File: src/rtl/alarm_timer_pkg.sv
package alarm_timer_pkg;
  localparam logic [7:0] OFF_CTRL  = 8'h00;
  localparam logic [7:0] OFF_COUNT = 8'h04;
  localparam logic [7:0] OFF_MOD   = 8'h08;
  localparam logic [7:0] OFF_INIT  = 8'h4C;

  typedef enum logic [1:0] {
    SRC_OFF   = 2'd0,
    SRC_SYS   = 2'd1,
    SRC_FIXED = 2'd2,
    SRC_HALT  = 2'd3
  } srcSel_t;

  typedef struct packed {
    logic tick;
    logic reload;
    logic wrMod;
    logic wrInit;
  } tmrStrobe_t;
endpackage

File: src/rtl/alarm_timer_ctrl.sv
module alarm_timer_ctrl
  import alarm_timer_pkg::*;
#(
  parameter int DATA_W = 32,
  parameter int ADDR_W = 8,
  parameter int PS_W   = 3,
  parameter int CNT_W  = 16
) (
  input  logic              clk,
  input  logic              rstN,
  input  logic [ADDR_W-1:0] busAddr,
  input  logic              busWrEn,
  input  logic              busRdEn,
  input  logic [DATA_W-1:0] busWdata,
  input  logic              fixedTickEn,
  input  logic              wrapPulse,
  input  logic [CNT_W-1:0]  countVal,
  input  logic [CNT_W-1:0]  modVal,
  input  logic [CNT_W-1:0]  initVal,
  output tmrStrobe_t        strobe,
  output logic [DATA_W-1:0] busRdata,
  output logic              irq,
  output logic              flagOut,
  output logic              irqEnable,
  output srcSel_t           clkSel
);
  localparam int DIV_W    = (1 << PS_W) - 1;
  localparam int SEL_LSB  = PS_W;
  localparam int IE_BIT   = PS_W + 3;
  localparam int FLAG_BIT = PS_W + 4;

  logic [PS_W-1:0]  psField;
  logic [DIV_W-1:0] divCnt;
  logic [DIV_W-1:0] divLimit;
  logic             flagBit;
  logic             clrArmed;
  logic             hitCtrl, hitCount, hitMod, hitInit;
  logic             wrCtrl, rdCtrl, stopped, srcPulse, psChange, clrFlag;

  assign hitCtrl  = busAddr == ADDR_W'(OFF_CTRL);
  assign hitCount = busAddr == ADDR_W'(OFF_COUNT);
  assign hitMod   = busAddr == ADDR_W'(OFF_MOD);
  assign hitInit  = busAddr == ADDR_W'(OFF_INIT);
  assign wrCtrl   = busWrEn & hitCtrl;
  assign rdCtrl   = busRdEn & hitCtrl;

  assign stopped  = (clkSel == SRC_OFF) | (clkSel == SRC_HALT);
  assign srcPulse = (clkSel == SRC_SYS) | ((clkSel == SRC_FIXED) & fixedTickEn);
  assign divLimit = ~({DIV_W{1'b1}} << psField);
  assign psChange = wrCtrl & (busWdata[PS_W-1:0] != psField);
  assign clrFlag  = wrCtrl & clrArmed & ~busWdata[FLAG_BIT];

  assign strobe.tick   = srcPulse & (divCnt == divLimit);
  assign strobe.reload = busWrEn & hitCount;
  assign strobe.wrMod  = busWrEn & hitMod;
  assign strobe.wrInit = busWrEn & hitInit;

  always_ff @(posedge clk or negedge rstN) begin
    if (!rstN) begin
      psField   <= '0;
      clkSel    <= SRC_OFF;
      irqEnable <= 1'b0;
    end else if (wrCtrl) begin
      psField   <= busWdata[PS_W-1:0];
      clkSel    <= srcSel_t'(busWdata[SEL_LSB +: 2]);
      irqEnable <= busWdata[IE_BIT];
    end
  end

  always_ff @(posedge clk or negedge rstN) begin
    if (!rstN)                    divCnt <= '0;
    else if (stopped || psChange) divCnt <= '0;
    else if (srcPulse)            divCnt <= strobe.tick ? '0 : divCnt + 1'b1;
  end

  always_ff @(posedge clk or negedge rstN) begin
    if (!rstN) begin
      flagBit  <= 1'b0;
      clrArmed <= 1'b0;
    end else begin
      flagBit <= wrapPulse | (flagBit & ~clrFlag);
      if (wrCtrl)                clrArmed <= 1'b0;
      else if (rdCtrl && flagBit) clrArmed <= 1'b1;
    end
  end

  always_comb begin
    busRdata = '0;
    if (hitCtrl) begin
      busRdata[PS_W-1:0]       = psField;
      busRdata[SEL_LSB +: 2]   = clkSel;
      busRdata[IE_BIT]         = irqEnable;
      busRdata[FLAG_BIT]       = flagBit;
    end else if (hitCount) busRdata[CNT_W-1:0] = countVal;
    else if (hitMod)       busRdata[CNT_W-1:0] = modVal;
    else if (hitInit)      busRdata[CNT_W-1:0] = initVal;
  end

  assign flagOut = flagBit;
  assign irq     = flagBit & irqEnable;
endmodule

File: src/rtl/alarm_timer_dp.sv
module alarm_timer_dp
  import alarm_timer_pkg::*;
#(
  parameter int DATA_W = 32,
  parameter int CNT_W  = 16
) (
  input  logic              clk,
  input  logic              rstN,
  input  tmrStrobe_t        strobe,
  input  logic [DATA_W-1:0] busWdata,
  output logic [CNT_W-1:0]  countVal,
  output logic [CNT_W-1:0]  modVal,
  output logic [CNT_W-1:0]  initVal,
  output logic              wrapPulse
);
  logic atWrap;

  assign atWrap    = (countVal == modVal) | (countVal == {CNT_W{1'b1}});
  assign wrapPulse = strobe.tick & ~strobe.reload & atWrap;

  always_ff @(posedge clk or negedge rstN) begin
    if (!rstN)              countVal <= '0;
    else if (strobe.reload) countVal <= initVal;
    else if (strobe.tick)   countVal <= atWrap ? initVal : countVal + 1'b1;
  end

  always_ff @(posedge clk or negedge rstN) begin
    if (!rstN) begin
      modVal  <= '1;
      initVal <= '0;
    end else begin
      if (strobe.wrMod)  modVal  <= busWdata[CNT_W-1:0];
      if (strobe.wrInit) initVal <= busWdata[CNT_W-1:0];
    end
  end
endmodule

File: src/rtl/modulo_alarm_timer.sv
module modulo_alarm_timer
  import alarm_timer_pkg::*;
#(
  parameter int DATA_W = 32,
  parameter int ADDR_W = 8,
  parameter int PS_W   = 3,
  parameter int CNT_W  = 16
) (
  input  logic              clk,
  input  logic              rstN,
  input  logic [ADDR_W-1:0] busAddr,
  input  logic              busWrEn,
  input  logic              busRdEn,
  input  logic [DATA_W-1:0] busWdata,
  output logic [DATA_W-1:0] busRdata,
  input  logic              fixedTickEn,
  output logic              irq
);
  tmrStrobe_t       strobe;
  logic [CNT_W-1:0] countVal, modVal, initVal;
  logic             wrapPulse, ctrlFlag, irqEnable;
  srcSel_t          clkSel;

  alarm_timer_ctrl #(.DATA_W(DATA_W), .ADDR_W(ADDR_W), .PS_W(PS_W), .CNT_W(CNT_W)) ctrlU (
    .clk(clk), .rstN(rstN), .busAddr(busAddr), .busWrEn(busWrEn), .busRdEn(busRdEn),
    .busWdata(busWdata), .fixedTickEn(fixedTickEn), .wrapPulse(wrapPulse),
    .countVal(countVal), .modVal(modVal), .initVal(initVal), .strobe(strobe),
    .busRdata(busRdata), .irq(irq), .flagOut(ctrlFlag), .irqEnable(irqEnable),
    .clkSel(clkSel)
  );

  alarm_timer_dp #(.DATA_W(DATA_W), .CNT_W(CNT_W)) dpU (
    .clk(clk), .rstN(rstN), .strobe(strobe), .busWdata(busWdata),
    .countVal(countVal), .modVal(modVal), .initVal(initVal), .wrapPulse(wrapPulse)
  );
endmodule

File: config.mk
export PLATFORM = sky130hd
export DESIGN_NAME = modulo_alarm_timer
export DESIGN_NICKNAME = d
export VERILOG_FILES = /design/src/rtl/alarm_timer_pkg.sv /design/src/rtl/alarm_timer_ctrl.sv /design/src/rtl/alarm_timer_dp.sv /design/src/rtl/modulo_alarm_timer.sv
export SDC_FILE = /design/constraint.sdc
export NUM_CORES = 1
export LEC_CHECK = 0
export ABC_AREA = 1
export BUFFER_PORTS_ARGS = -buffer_cell sky130_fd_sc_hd__buf_2
export CAP_MARGIN = 10
export CORE_MARGIN = 5
export CORE_UTILIZATION = 35
export DETAILED_ROUTE_END_ITERATION = 8
export PLACE_DENSITY = 0.53
export RECOVER_POWER = 25
export SYNTH_ARGS = -nofsm -noshare
export SYNTH_HDL_FRONTEND = slang
export SYNTH_HIERARCHICAL = 1
export SYNTH_SLANG_ARGS = --single-unit
File: constraint.sdc
create_clock -name clk -period 2.8 [get_ports clk]
set_input_delay 0 -clock clk [delete_from_list [all_inputs] [get_ports clk]]
set_output_delay 0 -clock clk [all_outputs]
set_load 0.02 [all_outputs]
; ---- After elaboration in Yosys (flattened, before gate mapping)
; Index checks and enable logic that the tools add are counted.
[totals]
reg_bits = 63
latch_bits = 0
ram_bits = 0
rom_bits = 0
in_bits = 45
out_inout_bits = 33
word_cells = 66
mem_count = 0
[classes]
addsub = 2
n_mul = 0
div_mod_pow = 0
order_cmp = 0
n_eq_ne = 10
shift = 1
muxes = 15
n_bitwise = 22
reduce_logical = 7
[ops]
columns = cell, n
row1 = 16-bit two-way mux, 6
row2 = 7-bit two-way mux, 3
row3 = "16-bit by 1-bit adder with 16-bit output, second input constant", 1
row4 = 16-bit equality test, 1
row5 = "16-bit equality test, second input constant", 1
row6 = 1-bit bitwise AND, 14
row7 = "8-bit by 3-bit equality test with 1-bit output, second input constant", 1
row8 = "8-bit by 4-bit equality test with 1-bit output, second input constant", 1
row9 = "8-bit by 7-bit equality test with 1-bit output, second input constant", 1
row10 = 8-bit logical NOT, 1
row11 = 8-bit two-way mux, 1
row12 = "7-bit by 1-bit adder with 7-bit output, second input constant", 1
row13 = 7-bit equality test, 1
row14 = 7-bit inverter, 1
row15 = "7-bit by 3-bit left shift with 7-bit output, first input constant", 1
row16 = 2-bit nonzero test, 3
row17 = 5-bit two-way mux, 1
row18 = "2-bit equality test, second input constant", 2
row19 = 1-bit bitwise OR, 4
row20 = 1-bit two-way mux, 3
row21 = 3-bit inequality test, 1
row22 = 1-bit inverter, 3
row23 = "2-bit by 1-bit equality test with 1-bit output, second input constant", 1
row24 = 2-bit logical NOT, 1
row25 = 3 further kinds, 3

; ---- Depth between registers and ports, before layout
; Gate-level depths: netlist of the first run.
[depth]
word_depth = 7
depth_mapped = 14
ltp_nobuf = 12

; ---- Hierarchy
; Netlist of the first run, hierarchy kept.
[by_module_without_submodules]
columns = mod, n_inst, cells_per_inst, area_per_inst_um2, seq_area_each_um2
row1 = alarm_timer_dp, 1, 391, 2811.4, 1221.2
row2 = alarm_timer_ctrl, 1, 257, 1604.0, 375.4

; ---- Least setup slack after synthesis of the first run
; Ideal clock, no wire load.
[synth_path]
kind = register -> register
start = register ctrlU.clkSel[0]
end = register dpU.countVal[10]
setup_time_ns = 0.118
t_arrival_ns = 1.936
required_ns = 2.682
path_slack_ns = 0.747
path_stages_with_launch = 14
path_buffers = 1
synth_period_minus_slack_ns = 2.053
cell_sequence = dfrtp_1 -> inv_1 -> ha_1 -> a21oi_1 -> nor2_1 -> nand2_1 -> nor2_1 -> nand3_1 -> inv_1 -> nor2_1 -> inv_1 -> buf_2 -> nand3_1 -> nand2_1
[synth_lines]
columns = item, line_no
row1 = from (decl), alarm_timer_ctrl.sv:25  ; output srcSel_t clkSel
row2 = from (signal assigned), alarm_timer_ctrl.sv:65  ; clkSel <= srcSel_t'(busWdata[SEL_LSB +: 2]);
row3 = to (signal assigned), alarm_timer_dp.sv:23  ; else if (strobe.reload) countVal <= initVal;
row4 = to (signal assigned), alarm_timer_dp.sv:24  ; else if (strobe.tick) countVal <= atWrap ? initVal : countVal + 1'b1;
row5 = to (decl), alarm_timer_dp.sv:11  ; output logic [CNT_W-1:0] countVal,

==> results of run 1 <==
cells by family (layout without fill, tap and decap cells):
kind of cell | Yosys count | in the layout | share of synthesized area (%)
other | 1 | 16 | 0.0849
DFF | 63 | 63 | 36.2
adders and majority gates | 4 | 4 | 1.13
xor gates and xnor gates | 13 | 13 | 2.75
buffers and inverters | 122 | 170 | 13.1
and+or+nand+nor | 399 | 399 | 41.2
AOI/OAI and AO/OA | 46 | 46 | 5.53
flip-flops by register name, indices dropped and copies added (netlist names):
signal,flops
ctrlU/clrArmed,1
ctrlU/divCnt,7
dpU/modVal,16
ctrlU/psField,3
ctrlU/clkSel,2
ctrlU/irqEnable,1
dpU/countVal,16
dpU/initVal,16
ctrlU/flagOut,1
path summary, 6_finish.rpt:
path / from / endpoint / slack (ns) / cells after the start
worst max-delay path: ctrlU/psField[2] / dpU/countVal[2] / 0.48 / 12
min in group asynchronous: rstN / dpU/initVal[5] / 0.52 / 3
worst min-delay path: busAddr[0] / ctrlU/irqEnable / 0.16 / 6
worst max register to register: ctrlU/psField[2] / dpU/countVal[2] / 0.48 / 12
max in group asynchronous: rstN / dpU/initVal[13] / 1.34 / 3
worst min register to register: ctrlU/irqEnable / ctrlU/irqEnable / 0.49 / 2
per-stage QoR:
step,cells,total power [W],area (um^2)
finish,883,0.00229,5160
global route,883,0.00242,5160
CTS,883,0.00233,5170
detailed placement,850,0.00125,4720
global placement,850,0.00125,4720
floorplan,663,0.00119,4470
layout by cell type, fill, tap and decap left out, types with 2 or more instances in the layout:
master and count:
ha_1 4, nand2_2 13, inv_2 3, buf_4 7
o21ai_0 39, nor2_1 41, nor3_1 3, dlygate4sd3_1 18
clkbuf_8 2, nand4_1 36, nor4_4 2, a21oi_1 5
clkbuf_1 5, conb_1 16, clkinv_2 2, nand3_1 56
inv_1 78, dfrtp_1 47, dfstp_2 16, nand2_1 236
xnor2_1 2, xor2_1 10, nor2_2 3, clkbuf_16 9
buf_2 44
layer usage:
metal | GRT usage [%] | up-vias
li1 | - | 2127
met1 | 24.0 | 1962
met2 | 26.2 | 101
met3 | 3.64 | 13
met4 | 6.16 | 0
met5 | 0 | -
where the power goes:
group	total [W]	internal (W)	switching (W)
Sequential	0.00101	0.000975	0.0000386
Clock	0.00103	0.000641	0.000389
Combinational	0.000243	0.0000838	0.000160
repair_timing:
item                                   CTS  global route
setup endpoints to repair                0             0
hold buffers                            18             0
endpoints found under the hold margin   95             0
worst register-to-register path: cells and delay by family (launching register included):
| kind | cells | cell delay, ns |
|---|---|---|
| AND/OR/NAND/NOR | 9 | 0.99 |
| buffers and inverters | 3 | 0.76 |
| flip-flops | 1 | 0.51 |
cell type report:
type,instances,area [um^2],share of cell area [%]
Multi-Input combinational cell,478,2300,44.6
Sequential cell,63,1600,30.9
Timing Repair Buffer,72,465,9.02
Inverter,83,313,6.06
Clock buffer,14,264,5.12
Tap cell,172,215,4.17
Clock inverter,1,5.00,0.0970
==> flow_summary.toml, run 1 <==
[grt]
antenna_found_initial = 0
grt_pass1_wl_um = 20200
grt_max_degree = 40
grt_overflow = 0
track_usage_pct = 17.2
grt_pass1_vias = 4025

[clock_network]
max-clock-path-buffers = 2
clk_pin_slew_ns = 0.05
post_cts_buffers = 0
htreeDepth = 3
cts_num_sinks = 63
post_cts_resized = 0
cts_made_buffers = 9
ctsRootBufferMaster = "clkbuf_16"
clock_latency_ns = 0.34
cts_tree = "yes"

[worst_setup_path]
cp_slowest_cell = "dfrtp_1"
cpPeakStageDelay_ns = 0.51
cp_cell_sequence = "inv_2 -> nand2_1 -> nand2_1 -> nor2_1 -> nand2_1 -> nor2_1 -> nand3_1 -> inv_1 -> nor2_1 -> inv_1 -> nand3_1 -> nand2_1"
crit_family = "simple AND/OR/NAND/NOR gates"
critPathArrivalTime_ns = 2.59
crit_path_end_kind = "register"
critPathBufInv = 3
cp_data_required_time_ns = 3.07
cp-start-kind = "register"
cp_max_fo = 16
path_class = "register to register"
crit_top_cell = "nand2_1"

[routing]
wl_met1_um = 5780
drtAntennaViolNets = 0
num_vias = 4203
wirelength_um = 12100
wl_met3_um = 614
routedWlPerCell_um = 13.7
firstDrtPassIters = 5
viasPerCell = 4.76
wl_met2_um = 5550
highest_layer = "met4"
drc = 0
first_iter_violations = 288

[power]
ir_drop_mv = 0.257
p_per_area_mw_per_mm2 = 443
p_leak_nw = 2.73

[die]
core-area_mm2 = 0.0125
io_pins = 78
fp.dieArea_mm2 = 0.0150
row_count = 41
die_y_um = 122
initial_core_util_pct = 35.3
die_w_um = 122

[logic_synthesis]
synth_top_cell_by_area = "dfrtp_1"
yosysSeqAreaShare_pct = 36.2
synth_cell_types = 37
synth.top_cell.area_share_pct = 26.6
async_flop_share_pct = 100
synth_edf_count = 0
synthCells = 648
synth_warnings = 6
synth_area_per_cell_um2 = 6.81
synth_common_cells = "nand2_1 (236), inv_1 (78), nand3_1 (56)"
syn_area_mm2 = 0.00442
synth_most_common_cell = "nand2_1"
ys_ff_latch = 63
synth.area.top_cells = "dfrtp_1 (27%), nand2_1 (20%), dfstp_2 (9.5%)"
synth_flop_cell = "dfrtp_1"

[timing]
finalHoldViolations = 0
min_period_ns = 2.32
setup_slack_ns = 0.481
max_slew.worst_pin.slew_ns = 1.38
setup_tns_ns = 0
skew_ns = 0.00493
rsz0062_at_grt = "false"
fin_hold_ws_ns = 0.158
finalSetupViolations = 0
max_freq_mhz = 431
finalMaxSlewViolations = 0
relSlewSlack_pct = 7.94
period_share_pct = 82.8

[layout]
drive_gt1_share_pct = 15.8
nets = 756
area_growth_pct = 16.9
utilization_pct = 41.2
fill_cells = 1367
num_antenna_cells = 0

[place]
place_ws_ns = 0.486
gp_routability_congestion = 0.813
portBuffers = 45
dp_hpwl_um = 8310

[min_path]
hp-class = "input pin to register"

[job]
drv_cap = 0

[status]
status = "finished clean"
(Power assumes the default switching activity.)
==> run 2: changes to the inputs <==
Clock period 2.8 ns to 2.4 ns, I/O delays scaled along.
==> run 2 against run 1 <==
Against the previous run:
- combinational power increased by 17%
- cell count up 0.34%
- maximum frequency is 15% higher
- first-iteration DRC count fell by 20%
- register-to-register slack worse by 0.097 ns
- critical path depth down 2
- hold slack gained 0.044 ns
- highest routed layer unchanged
- global-route usage about the same
- sequential power increased by 17%
- the run now ends with capacitance limit, slew limit left
==> flow_summary.toml, run 2 (synthesized netlist as in run 1, its figures left out) <==
[timing]
finalHoldViolations = 0
min_period_ns = 2.02
max_slew.worst_pin.slew_ns = 1.60
max_freq_mhz = 496
relSlewSlack_pct = -6.67
finalMaxSlewViolations = 26
period_share_pct = 84.0
finalSetupViolations = 0
fin_hold_ws_ns = 0.202
skew_ns = 0.00569
setup_tns_ns = 0
rsz0062_at_grt = "false"

[die]
core-area_mm2 = 0.0125
die_y_um = 122
row_count = 41
fp.dieArea_mm2 = 0.0150
die_w_um = 122
io_pins = 78
initial_core_util_pct = 35.3

[worst_setup_path]
crit_path_end_kind = "register"
cp-start-kind = "register"
path_class = "register to register"
critPathArrivalTime_ns = 2.28
cp_max_fo = 11
cp_data_required_time_ns = 2.66

[layout]
num_antenna_cells = 0
nets = 758
area_growth_pct = 17.3
multi_input_area_mm2 = 0.00229
regArea_mm2 = 0.00160
fill_cells = 1388
final_common_cell = "nand2_1"
drive_gt1_share_pct = 15.5
reg_top3 = "dpU/countVal x16, dpU/initVal x16, dpU/modVal x16"
layout_common_cells = "nand2_1 (237), inv_1 (78), nand3_1 (56)"

[routing]
routedWlPerCell_um = 13.8
viasPerCell = 4.74
num_vias = 4204
drc = 0
firstDrtPassIters = 5
first_iter_violations = 229
wirelength_um = 12200
drtAntennaViolNets = 0

[clock_network]
cts_made_buffers = 9
max-clock-path-buffers = 2
cts_tree = "yes"
clock_latency_ns = 0.33
post_cts_resized = 0
ctsRootBufferMaster = "clkbuf_16"
clk_pin_slew_ns = 0.05
post_cts_buffers = 0
htreeDepth = 3
cts_num_sinks = 63

[grt]
antenna_found_initial = 0
track_usage_pct = 17.2
grt_max_degree = 39
grt_pass1_wl_um = 20600
grt_overflow = 0
grt_pass1_vias = 4103

[status]
violations = "capacitance limit, slew limit"
status = "finished with violations"

[power]
ir_drop_mv = 0.380
p_per_area_mw_per_mm2 = 517
p_leak_nw = 2.73

[place]
portBuffers = 45
gp_routability_congestion = 0.824
dp_hpwl_um = 8450

[min_path]
hp-class = "input pin to register"

[job]
drv_cap = 1
==> run 2: cell count changes in the layout (fill, tap and decap cells not counted) <==
cell,change
nor3_4,-1
nand2_1,+1
buf_4,+2
buf_2,-1
nand2_2,-1
buf_12,+1
clkbuf_1,+2
clkbuf_2,-1
nor3_1,+1
==> run 2: stage by stage <==
step	instance area [um^2]	utilization, %	setup slack [ns]	total power [W]	std cells
detailed placement	4750	37.9	0.366	0.00146	852
finish	5180	41.4	0.385	0.00267	886
global placement	4750	37.9	0.373	0.00146	852
CTS	5200	41.5	0.350	0.00272	886
global route	5180	41.4	0.126	0.00281	886
floorplan	4470	-	0.347	0.00138	663
==> run 2: repair_timing <==
item	4_1_cts	5_1_grt
setup endpoints to repair	0	0
endpoints found under the hold margin	56	0
hold buffers	18	0
==> run 2: power by group <==
| part | switching [W] | internal [W] |
|---|---|---|
| combinational | 0.000185 | 0.000100 |
| clock | 0.000452 | 0.000755 |
| sequential | 0.0000461 | 0.00114 |
==> run 2: final timing paths <==
check | depth (start not counted) | to | start | slack (ns)
max | 10 | ctrlU/flagOut | dpU/countVal[0] | 0.38
min | 5 | ctrlU/divCnt[2] | fixedTickEn | 0.20
max reg2reg | 10 | ctrlU/flagOut | dpU/countVal[0] | 0.38
min reg2reg | 2 | dpU/modVal[10] | dpU/modVal[10] | 0.50
max in group asynchronous | 3 | dpU/modVal[0] | rstN | 0.80
min in group asynchronous | 2 | dpU/initVal[9] | rstN | 0.61
==> run 2: worst max-delay path: stages (launching register included) <==
cell,delay (ns)
dfrtp_1,0.48
ha_1,0.25
nand2_2,0.12
nor2_8,0.23
nand3b_4,0.11
clkinv_2,0.07
nand2_4,0.10
buf_4,0.21
a21oi_1,0.25
inv_1,0.08
nand2_1,0.07
==> run 2: final cells by class <==
type	instances	share of cell area, %
Clock inverter	1	0.0966
Inverter	83	6.04
Tap cell	172	4.16
Multi-Input combinational cell	478	44.2
Timing Repair Buffer	74	9.54
Clock buffer	15	5.17
Sequential cell	63	30.8
==> run 2: routing by layer <==
| layer | part of all wire (%) | GRT usage [%] | up-vias |
|---|---|---|---|
| met4 | 1.0 | 4.27 | 0 |
| met5 | 0 | 0 | - |
| li1 | - | - | 2134 |
| met2 | 48 | 28.4 | 98 |
| met3 | 5.1 | 3.69 | 17 |
| met1 | 46 | 22.9 | 1955 |
